<file path="config.mk">
export PLATFORM = sky130hd
export DESIGN_NAME = thread_switch_ctrl
export DESIGN_NICKNAME = d
export VERILOG_FILES = /design/src/rtl/thread_sw_pkg.sv /design/src/rtl/urgency_unit.sv /design/src/rtl/quantum_timer.sv /design/src/rtl/switch_fsm.sv /design/src/rtl/thread_switch_ctrl.sv
export SDC_FILE = /design/constraint.sdc
export NUM_CORES = 1
export LEC_CHECK = 0
export BUFFER_PORTS_ARGS = -buffer_cell sky130_fd_sc_hd__buf_2
export CORE_ASPECT_RATIO = 1.1
export CORE_MARGIN = 4
export CORE_UTILIZATION = 59
export DETAILED_ROUTE_END_ITERATION = 12
export GPL_TIMING_DRIVEN = 1
export PLACE_DENSITY_LB_ADDON = 0.15
export SYNTH_ARGS = -nofsm -noshare
export SYNTH_HDL_FRONTEND = slang
export SYNTH_SLANG_ARGS = --single-unit
</file>
<file path="constraint.sdc">
create_clock -name clk -period 3.69 [get_ports clk]
set_input_delay 0.1845 -clock clk [delete_from_list [all_inputs] [get_ports clk]]
set_output_delay 0.1845 -clock clk [all_outputs]
set_load 0.01 [all_outputs]
</file>
<file path="src/rtl/thread_sw_pkg.sv">
package thread_sw_pkg;
  localparam int URG_W      = 3;
  localparam int N_THR      = 2;
  localparam int REFILL_CAP = 5;
  localparam int URG_QEXP   = 7;
  localparam int URG_IRQ    = 6;
  localparam int URG_RESET  = 5;

  typedef logic [URG_W-1:0] urg_t;

  typedef enum logic {SW_RUN = 1'b0, SW_FLUSH = 1'b1} sw_state_e;
endpackage

</file>
<file path="src/rtl/urgency_unit.sv">
module urgency_unit
  import thread_sw_pkg::*;
(
  input  logic clk,
  input  logic rst_n,
  input  logic miss,
  input  logic refill,
  input  logic set_irq,
  input  logic set_quantum,
  output urg_t urg_q,
  output urg_t urg_nx
);
  // fixed-value events override counting; miss and refill together cancel
  always_comb begin
    urg_nx = urg_q;
    if (set_irq) begin
      urg_nx = urg_t'(URG_IRQ);
    end else if (set_quantum) begin
      urg_nx = urg_t'(URG_QEXP);
    end else if (miss && !refill) begin
      if (urg_q != '0) urg_nx = urg_q - urg_t'(1);
    end else if (refill && !miss) begin
      if (urg_q < urg_t'(REFILL_CAP)) urg_nx = urg_q + urg_t'(1);
    end
  end

  always_ff @(posedge clk) begin
    if (!rst_n) urg_q <= urg_t'(URG_RESET);
    else        urg_q <= urg_nx;
  end
endmodule

</file>
<file path="src/rtl/quantum_timer.sv">
module quantum_timer #(
  parameter int QUANTUM_CYCLES = 32
) (
  input  logic clk,
  input  logic rst_n,
  input  logic run,
  input  logic reload,
  output logic expire
);
  localparam int QW = (QUANTUM_CYCLES > 1) ? $clog2(QUANTUM_CYCLES) : 1;
  localparam logic [QW-1:0] LAST = QW'(QUANTUM_CYCLES - 1);

  logic [QW-1:0] qcnt;

  assign expire = run && (qcnt == LAST);

  always_ff @(posedge clk) begin
    if (!rst_n)               qcnt <= '0;
    else if (reload)          qcnt <= '0;
    else if (run && !expire)  qcnt <= qcnt + QW'(1);
  end
endmodule

</file>
<file path="src/rtl/switch_fsm.sv">
module switch_fsm
  import thread_sw_pkg::*;
(
  input  logic clk,
  input  logic rst_n,
  input  logic trigger,
  input  logic flush_done,
  output logic busy,
  output logic active,
  output logic complete
);
  sw_state_e state;

  assign busy     = (state == SW_FLUSH);
  assign complete = busy && flush_done;

  always_ff @(posedge clk) begin
    if (!rst_n) begin
      state  <= SW_RUN;
      active <= 1'b0;
    end else begin
      case (state)
        SW_RUN:   if (trigger) state <= SW_FLUSH;
        SW_FLUSH: if (flush_done) begin
                    state  <= SW_RUN;
                    active <= ~active;
                  end
        default:  state <= SW_RUN;
      endcase
    end
  end
endmodule

</file>
<file path="src/rtl/thread_switch_ctrl.sv">
module thread_switch_ctrl
  import thread_sw_pkg::*;
#(
  parameter int QUANTUM_CYCLES = 32
) (
  input  logic       clk,
  input  logic       rst_n,
  input  logic [1:0] miss_evt,
  input  logic [1:0] refill_evt,
  input  logic [1:0] irq_evt,
  input  logic       sw_hint,
  input  logic       spin_hint,
  input  logic       lowpwr_evt,
  input  logic       flush_done,
  output logic       flush_req,
  output logic       active_thread,
  output logic [2:0] urg_t0,
  output logic [2:0] urg_t1
);
  urg_t urg_q  [N_THR];
  urg_t urg_nx [N_THR];
  logic busy, complete, quantum_hit, miss_switch, trigger, fg;

  assign fg = active_thread;

  for (genvar t = 0; t < N_THR; t++) begin : g_thr
    urgency_unit u_urg (
      .clk        (clk),
      .rst_n      (rst_n),
      .miss       (miss_evt[t]),
      .refill     (refill_evt[t]),
      .set_irq    (irq_evt[t] && (fg != 1'(t))),
      .set_quantum(quantum_hit && (fg == 1'(t))),
      .urg_q      (urg_q[t]),
      .urg_nx     (urg_nx[t])
    );
  end

  quantum_timer #(.QUANTUM_CYCLES(QUANTUM_CYCLES)) u_qt (
    .clk   (clk),
    .rst_n (rst_n),
    .run   (!busy),
    .reload(complete),
    .expire(quantum_hit)
  );

  // decision on post-update levels
  assign miss_switch = miss_evt[fg] && (urg_nx[~fg] > urg_nx[fg]);
  assign trigger     = !busy &&
                       (quantum_hit || sw_hint || spin_hint || lowpwr_evt || miss_switch);

  switch_fsm u_fsm (
    .clk       (clk),
    .rst_n     (rst_n),
    .trigger   (trigger),
    .flush_done(flush_done),
    .busy      (busy),
    .active    (active_thread),
    .complete  (complete)
  );

  assign flush_req = busy;
  assign urg_t0    = urg_q[0];
  assign urg_t1    = urg_q[1];
endmodule

</file>
After elaboration in Yosys (flattened, before gate mapping):

Index checks and enable logic that the tools add are counted.

* output and inout port bits: 8
* word-level logic and storage cells: 72
* register bits after elaboration: 13

* bitwise operators: 5
* muxes and demuxes: 23
* magnitude comparators: 6
* reduce and logical (&&, ||, !) cells: 27
* equal/unequal tests: 1
* add/sub/neg operators: 5

Operators with widths (number)
* 3-bit two-way mux: 18
* 1-bit logical AND: 13
* 3-bit by 1-bit adder with 3-bit output (second input constant): 2
* 1-bit zero test: 6
* 3-bit less-than comparator (second input constant): 2
* 3-bit nonzero test: 2
* 3-bit by 1-bit subtractor with 3-bit output (second input constant): 2
* 5-bit by 1-bit adder with 5-bit output (second input constant): 1
* 5-bit == test (second input constant): 1
* 2-bit >= comparator (second input constant): 2
* 1-bit logical OR: 4
* 1-bit two-way mux: 4
* 1-bit inverter with 2-bit output: 2
* 3-bit > comparator: 1
* 1-bit inverter: 3
* 1-bit by 2-bit less-than comparator with 1-bit output (second input constant): 1
* 1-bit one-hot mux with 2 select lines: 1
* 2-bit AND reduction: 1
* 2-bit OR reduction: 1

Depth between registers and ports, before layout:

* word-level depth: 15
* mapped depth: 12
* mapped depth without buffers: 12

Hierarchy:

From an unflattened synthesis, not the netlist that was laid out.

* cell total of the unflattened synthesis: 140
* area total of the unflattened synthesis: 1188.6 um^2

By module, submodules not included
* urgency_unit: cells an instance 38, sequential area each 60.1 um^2, times used 2, area an instance 319.1 um^2
* quantum_timer: cells an instance 27, sequential area each 100.1 um^2, times used 1, area an instance 246.5 um^2
* thread_switch_ctrl: cells an instance 28, sequential area each 0.0 um^2, times used 1, area an instance 202.7 um^2
* switch_fsm: cells an instance 9, sequential area each 40.0 um^2, times used 1, area an instance 101.3 um^2

Least setup slack after synthesis:

OpenSTA, ideal clock, no wires.

* path type: reg2reg
* start: reg g_thr[0].u_urg.urg_q[0]
* end: reg u_fsm.state, in the netlist u_fsm.busy
* data arrival time: 2.471 ns
* clock period less this slack: 2.606 ns
* path slack: 1.084 ns
* stages on the path, launching flop included: 13
* buffers on the path: 0
* cells stage by stage: dfxtp_1 inv_1 ha_1 ha_1 or3b_1 a22oi_1 a22oi_1 o32a_1 ha_1 nor2b_1 o21a_1 o21ai_1 a31oi_1

* longest elaborated chain between the ends: 15
* elaborated cells on any way between the ends: 22
* those cells by class: add/sub: 2; order compare: 2; mux: 14; reduce/logical: 4

Ends and longest elaborated chain
* from (decl): line urgency_unit.sv:10 `output urg_t urg_q,`
* from (signal assigned): line urgency_unit.sv:28 `if (!rst_n) urg_q <= urg_t'(URG_RESET);`
* from (signal assigned): line urgency_unit.sv:29 `else urg_q <= urg_nx;`
* 3-bit by 1-bit adder with 3-bit output / 3-bit less-than comparator (equally long branches): line urgency_unit.sv:23 `if (urg_q < urg_t'(REFILL_CAP)) urg_nx = urg_q + urg_t'(1);`
* 3-bit two-way mux: line urgency_unit.sv:23
* 3-bit two-way mux: line urgency_unit.sv:22 `end else if (refill && !miss) begin`
* 3-bit two-way mux *: line urgency_unit.sv:20 `end else if (miss && !refill) begin`
* 3-bit two-way mux *: line urgency_unit.sv:18 `end else if (set_quantum) begin`
* 3-bit two-way mux *: line urgency_unit.sv:16 `if (set_irq) begin`
* 3-bit two-way mux (not written as such) (3 in series): line thread_switch_ctrl.sv:48 `assign miss_switch = miss_evt[fg] && (urg_nx[~fg] > urg_nx[fg]);`
* 3-bit > comparator *: line thread_switch_ctrl.sv:48
* 1-bit logical AND *: line thread_switch_ctrl.sv:48
* 1-bit logical OR *: line thread_switch_ctrl.sv:50 `(quantum_hit || sw_hint || spin_hint || lowpwr_evt || miss_switch);`
* 1-bit logical AND *: line thread_switch_ctrl.sv:49 `assign trigger = !busy &&`
* 1-bit two-way mux *: line switch_fsm.sv:23 `SW_RUN: if (trigger) state <= SW_FLUSH;`
* 1-bit one-hot mux with 2 select lines *: line switch_fsm.sv:22 `case (state)`
* to (signal assigned): line switch_fsm.sv:23
* to (signal assigned): line switch_fsm.sv:25 `state <= SW_RUN;`
* to (signal assigned): line switch_fsm.sv:28 `default: state <= SW_RUN;`
* to (decl): line switch_fsm.sv:12 `sw_state_e state;`

Mark *: on every way between the ends. The rest lies on a longest branch, timed or not. The select of a mux whose other input is x is not followed.
A chain may end at the register's enable or synchronous reset.

Worst setup path in the final report:

Same ends and word-level chain as after synthesis.

==> flow_metrics.py <==
metrics = {
    "power_and_ir_drop": {
        "vdd_drop_max_mv": 0.2842,
        "p_leak_nw": 0.5774,
        "power.density_nw_per_um2": 395.7,
    },
    "sta": {
        "tns_ns": 0,
        "fin_ws_ns": 0.9390,
        "drv_slew": 0,
        "setup_viol": 0,
        "fin_crit_sh": 0.7455,
        "tightest_slew_ns": 0.5744,
        "max_freq_mhz": 363.5,
        "rsz0062_at_grt": "no",
        "maxSlewHeadroom": 0.6165,
        "final.setup_skew_ns": 0.006948,
        "period_needed_ns": 2.751,
        "finalHoldViolations": 0,
    },
    "route": {
        "drc": 0,
        "vias": 1028,
        "wl_mm": 2.257,
        "dr.pass1.iters": 4,
        "post_drt_wl_per_cell_um": 13.12,
        "drt_iter0_drc": 16,
        "final_antenna_net_count": 0,
        "via_per_inst": 5.977,
        "dr_wl_met2_mm": 1.108,
        "met1_length_um": 970,
        "top_layer_used": "met4",
        "wl_met3_um": 113,
    },
    "cts": {
        "htreeDepth": 1,
        "cts_tree": "built",
        "clk_pin_slew_ns": 0.08,
        "clkSinkCount": 13,
        "clkLatencyLatePin_ns": 0.28,
        "postCtsSetupBuffers": 0,
        "cts_hold_buf": 0,
        "cts_buffer_depth": 2,
        "ctsResizeCount": 0,
        "cts-root-buf": "clkbuf_4",
        "cts_made_buffers": 3,
    },
    "layout": {
        "fin_cells": 172,
        "seqCellArea_um2": 260.3,
        "multi_input_area_um2": 762.0,
        "layout-drive-gt1-share": 0.1623,
        "nets": 180,
        "diodes": 0,
        "fillers": 157,
        "area_growth_syn_to_layout_pct": 11.39,
    },
    "place": {
        "port-buffer-count": 19,
        "place_congestion": 0.8264,
        "dp_cells": 168,
        "place_hpwl_mm": 1.788,
        "place_ws_ns": 0.9554,
    },
    "synthesis": {
        "seq_area_frac_synth": 0.2394,
        "synth_area_um2": 1087,
        "synth_nets": 160,
        "yosysWarnings": 0,
        "netlist-cell-type-count": 40,
        "synth_ff_type": "dfxtp_1",
        "synth.area.top_cells": "dfxtp_1 24%, ha_1 15%, nand2_1 5.2%",
        "synthArstFlopShare": 0,
        "yosys.area.top_type": "dfxtp_1",
        "yosysMostFrequentCell": "nand2_1",
        "yosysTopAreaCellShare": 0.2394,
        "netlist_instances": 135,
        "syn_avg_cell_area_um2": 8.054,
        "synth-edff-count": 0,
        "netlist_top_cells_count": "15 x nand2_1, 13 x dfxtp_1, 13 x ha_1",
        "synth_seq_cells": 13,
    },
    "setup_path": {
        "rrSetupSlack_ns": 0.94,
        "worst-setup-path-type": "reg2reg",
        "arrival_ns": 2.91,
        "worstReg2RegStart": "g_thr[0].u_urg.urg_q[0]",
        "r2r_cells": 12,
        "cp-end-kind": "flop",
        "slowest_delay_ns": 0.49,
        "startpoint_type": "flop",
        "path_cells": "inv_1 > ha_1 > ha_1 > or3b_1 > a22oi_1 > a22oi_1 > o32a_1 > ha_1 > nor2b_1 > o21a_1 > o21ai_1 > a31oi_1",
        "cpMostUsedCell": "ha_1",
        "crit_end": "u_fsm.busy",
        "cp_slowest_cell": "dfxtp_1",
        "r2r_end": "u_fsm.busy",
        "cp_max_fo": 10,
        "worstSetupStartpoint": "g_thr[0].u_urg.urg_q[0]",
        "cp_data_required_time_ns": 3.84,
    },
    "die": {
        "die_h_um": 53.03,
        "io_pins": 20,
        "die-area_um2": 2595,
        "die_w_um": 48.93,
        "row_count": 16,
        "initial_core_util": 0.6172,
        "core_area_um2": 1762,
    },
    "global_routing": {
        "grt_pass1_vias": 942,
        "grt_max_degree": 17,
        "grt_pass1_wl_mm": 4.022,
        "grt_util_all_layers": 0.1975,
        "grt_antenna_before_repair": 0,
        "grt_overflow": 0,
    },
    "outcome": {
        "status": "completed",
    },
    "job": {
        "maxCapViolations": 0,
    },
    "min_path": {
        "hp-class": "in2reg",
    },
}
[worst min-delay path by stage]
| stage | start | end | slack [ns] | depth (start not counted) |
|---|---|---|---|---|
| floorplan | lowpwr_evt | u_fsm.busy | 0.38 | 2 |
| global placement | rst_n | g_thr[0].u_urg.urg_q[2] | 0.43 | 2 |
| detailed placement | rst_n | g_thr[0].u_urg.urg_q[2] | 0.43 | 2 |
| CTS | rst_n | g_thr[0].u_urg.urg_q[2] | 0.14 | 2 |
| global route | rst_n | g_thr[0].u_urg.urg_q[2] | 0.17 | 2 |
| finish | rst_n | g_thr[0].u_urg.urg_q[2] | 0.15 | 2 |
[metrics by stage]
stage,util,hold slack [ns],cell area (um^2),total power [mW]
floorplan,-,0.3767,1087,0.3375
finish,0.6875,0.1455,1211,0.4792
global route,0.6875,0.1659,1211,0.5176
CTS,0.6875,0.1416,1211,0.4823
global placement,0.6726,0.4316,1185,0.3828
detailed placement,0.6726,0.4338,1185,0.3929
[metal layers]
metal  vias up  GRT usage
li1        523          -
met1       468     0.2218
met2        31     0.3565
met3         6    0.03380
met4         0     0.1031
met5         -          0
[placed cells by master (no fill, tap or decap), types with 4 or more instances in the layout]
cell type / synthesis / final
o21ai_0: 5 / 5
a21oi_1: 7 / 7
a31oi_1: 7 / 7
buf_2: 1 / 19
inv_1: 12 / 12
nand2_1: 15 / 15
mux2i_1: 4 / 4
ha_1: 13 / 13
nand2b_1: 5 / 5
dfxtp_1: 13 / 13
nor2_1: 9 / 9
[registers in the layout, indices dropped and copies added, names as in the netlist]
name	count
u_qt.qcnt	5
u_fsm.busy	1
u_fsm.active	1
g_thr.u_urg.urg_q	6
[logic make-up (layout without fill, tap and decap cells)]
family | Yosys count | after routing | synth area share
flops | 13 | 13 | 0.2394
buf+inv | 16 | 35 | 0.05984
simple gates | 44 | 44 | 0.2071
compound gates | 40 | 40 | 0.2647
xor+xnor | 4 | 4 | 0.03223
mux | 5 | 5 | 0.04718
fa+ha+maj | 13 | 13 | 0.1496
[critical path: cells and delay by family, from the launching register on]
family                     cells  cell delay (ns)
DFF                            1             0.49
buffers and inverters          1             0.08
adders and majority gates      3             0.74
and+or+nand+nor                2             0.49
AOI/OAI and AO/OA              6             0.85
[where the power goes]
| part | internal [mW] | switching, mW |
|---|---|---|
| registers | 0.156 | 0.0319 |
| logic | 0.0979 | 0.105 |
| clock network | 0.0419 | 0.0462 |
| total | 0.296 | 0.183 |
[final cells by class]
| cell class | count | area share |
|---|---|---|
| Multi-Input combinational cell | 106 | 0.6291 |
| Sequential cell | 13 | 0.2149 |
| Timing Repair Buffer | 19 | 0.07851 |
| Inverter | 12 | 0.03719 |
| Clock buffer | 4 | 0.02169 |
| Tap cell | 18 | 0.01860 |
No activity file was read; power rests on OpenSTA's default activity.
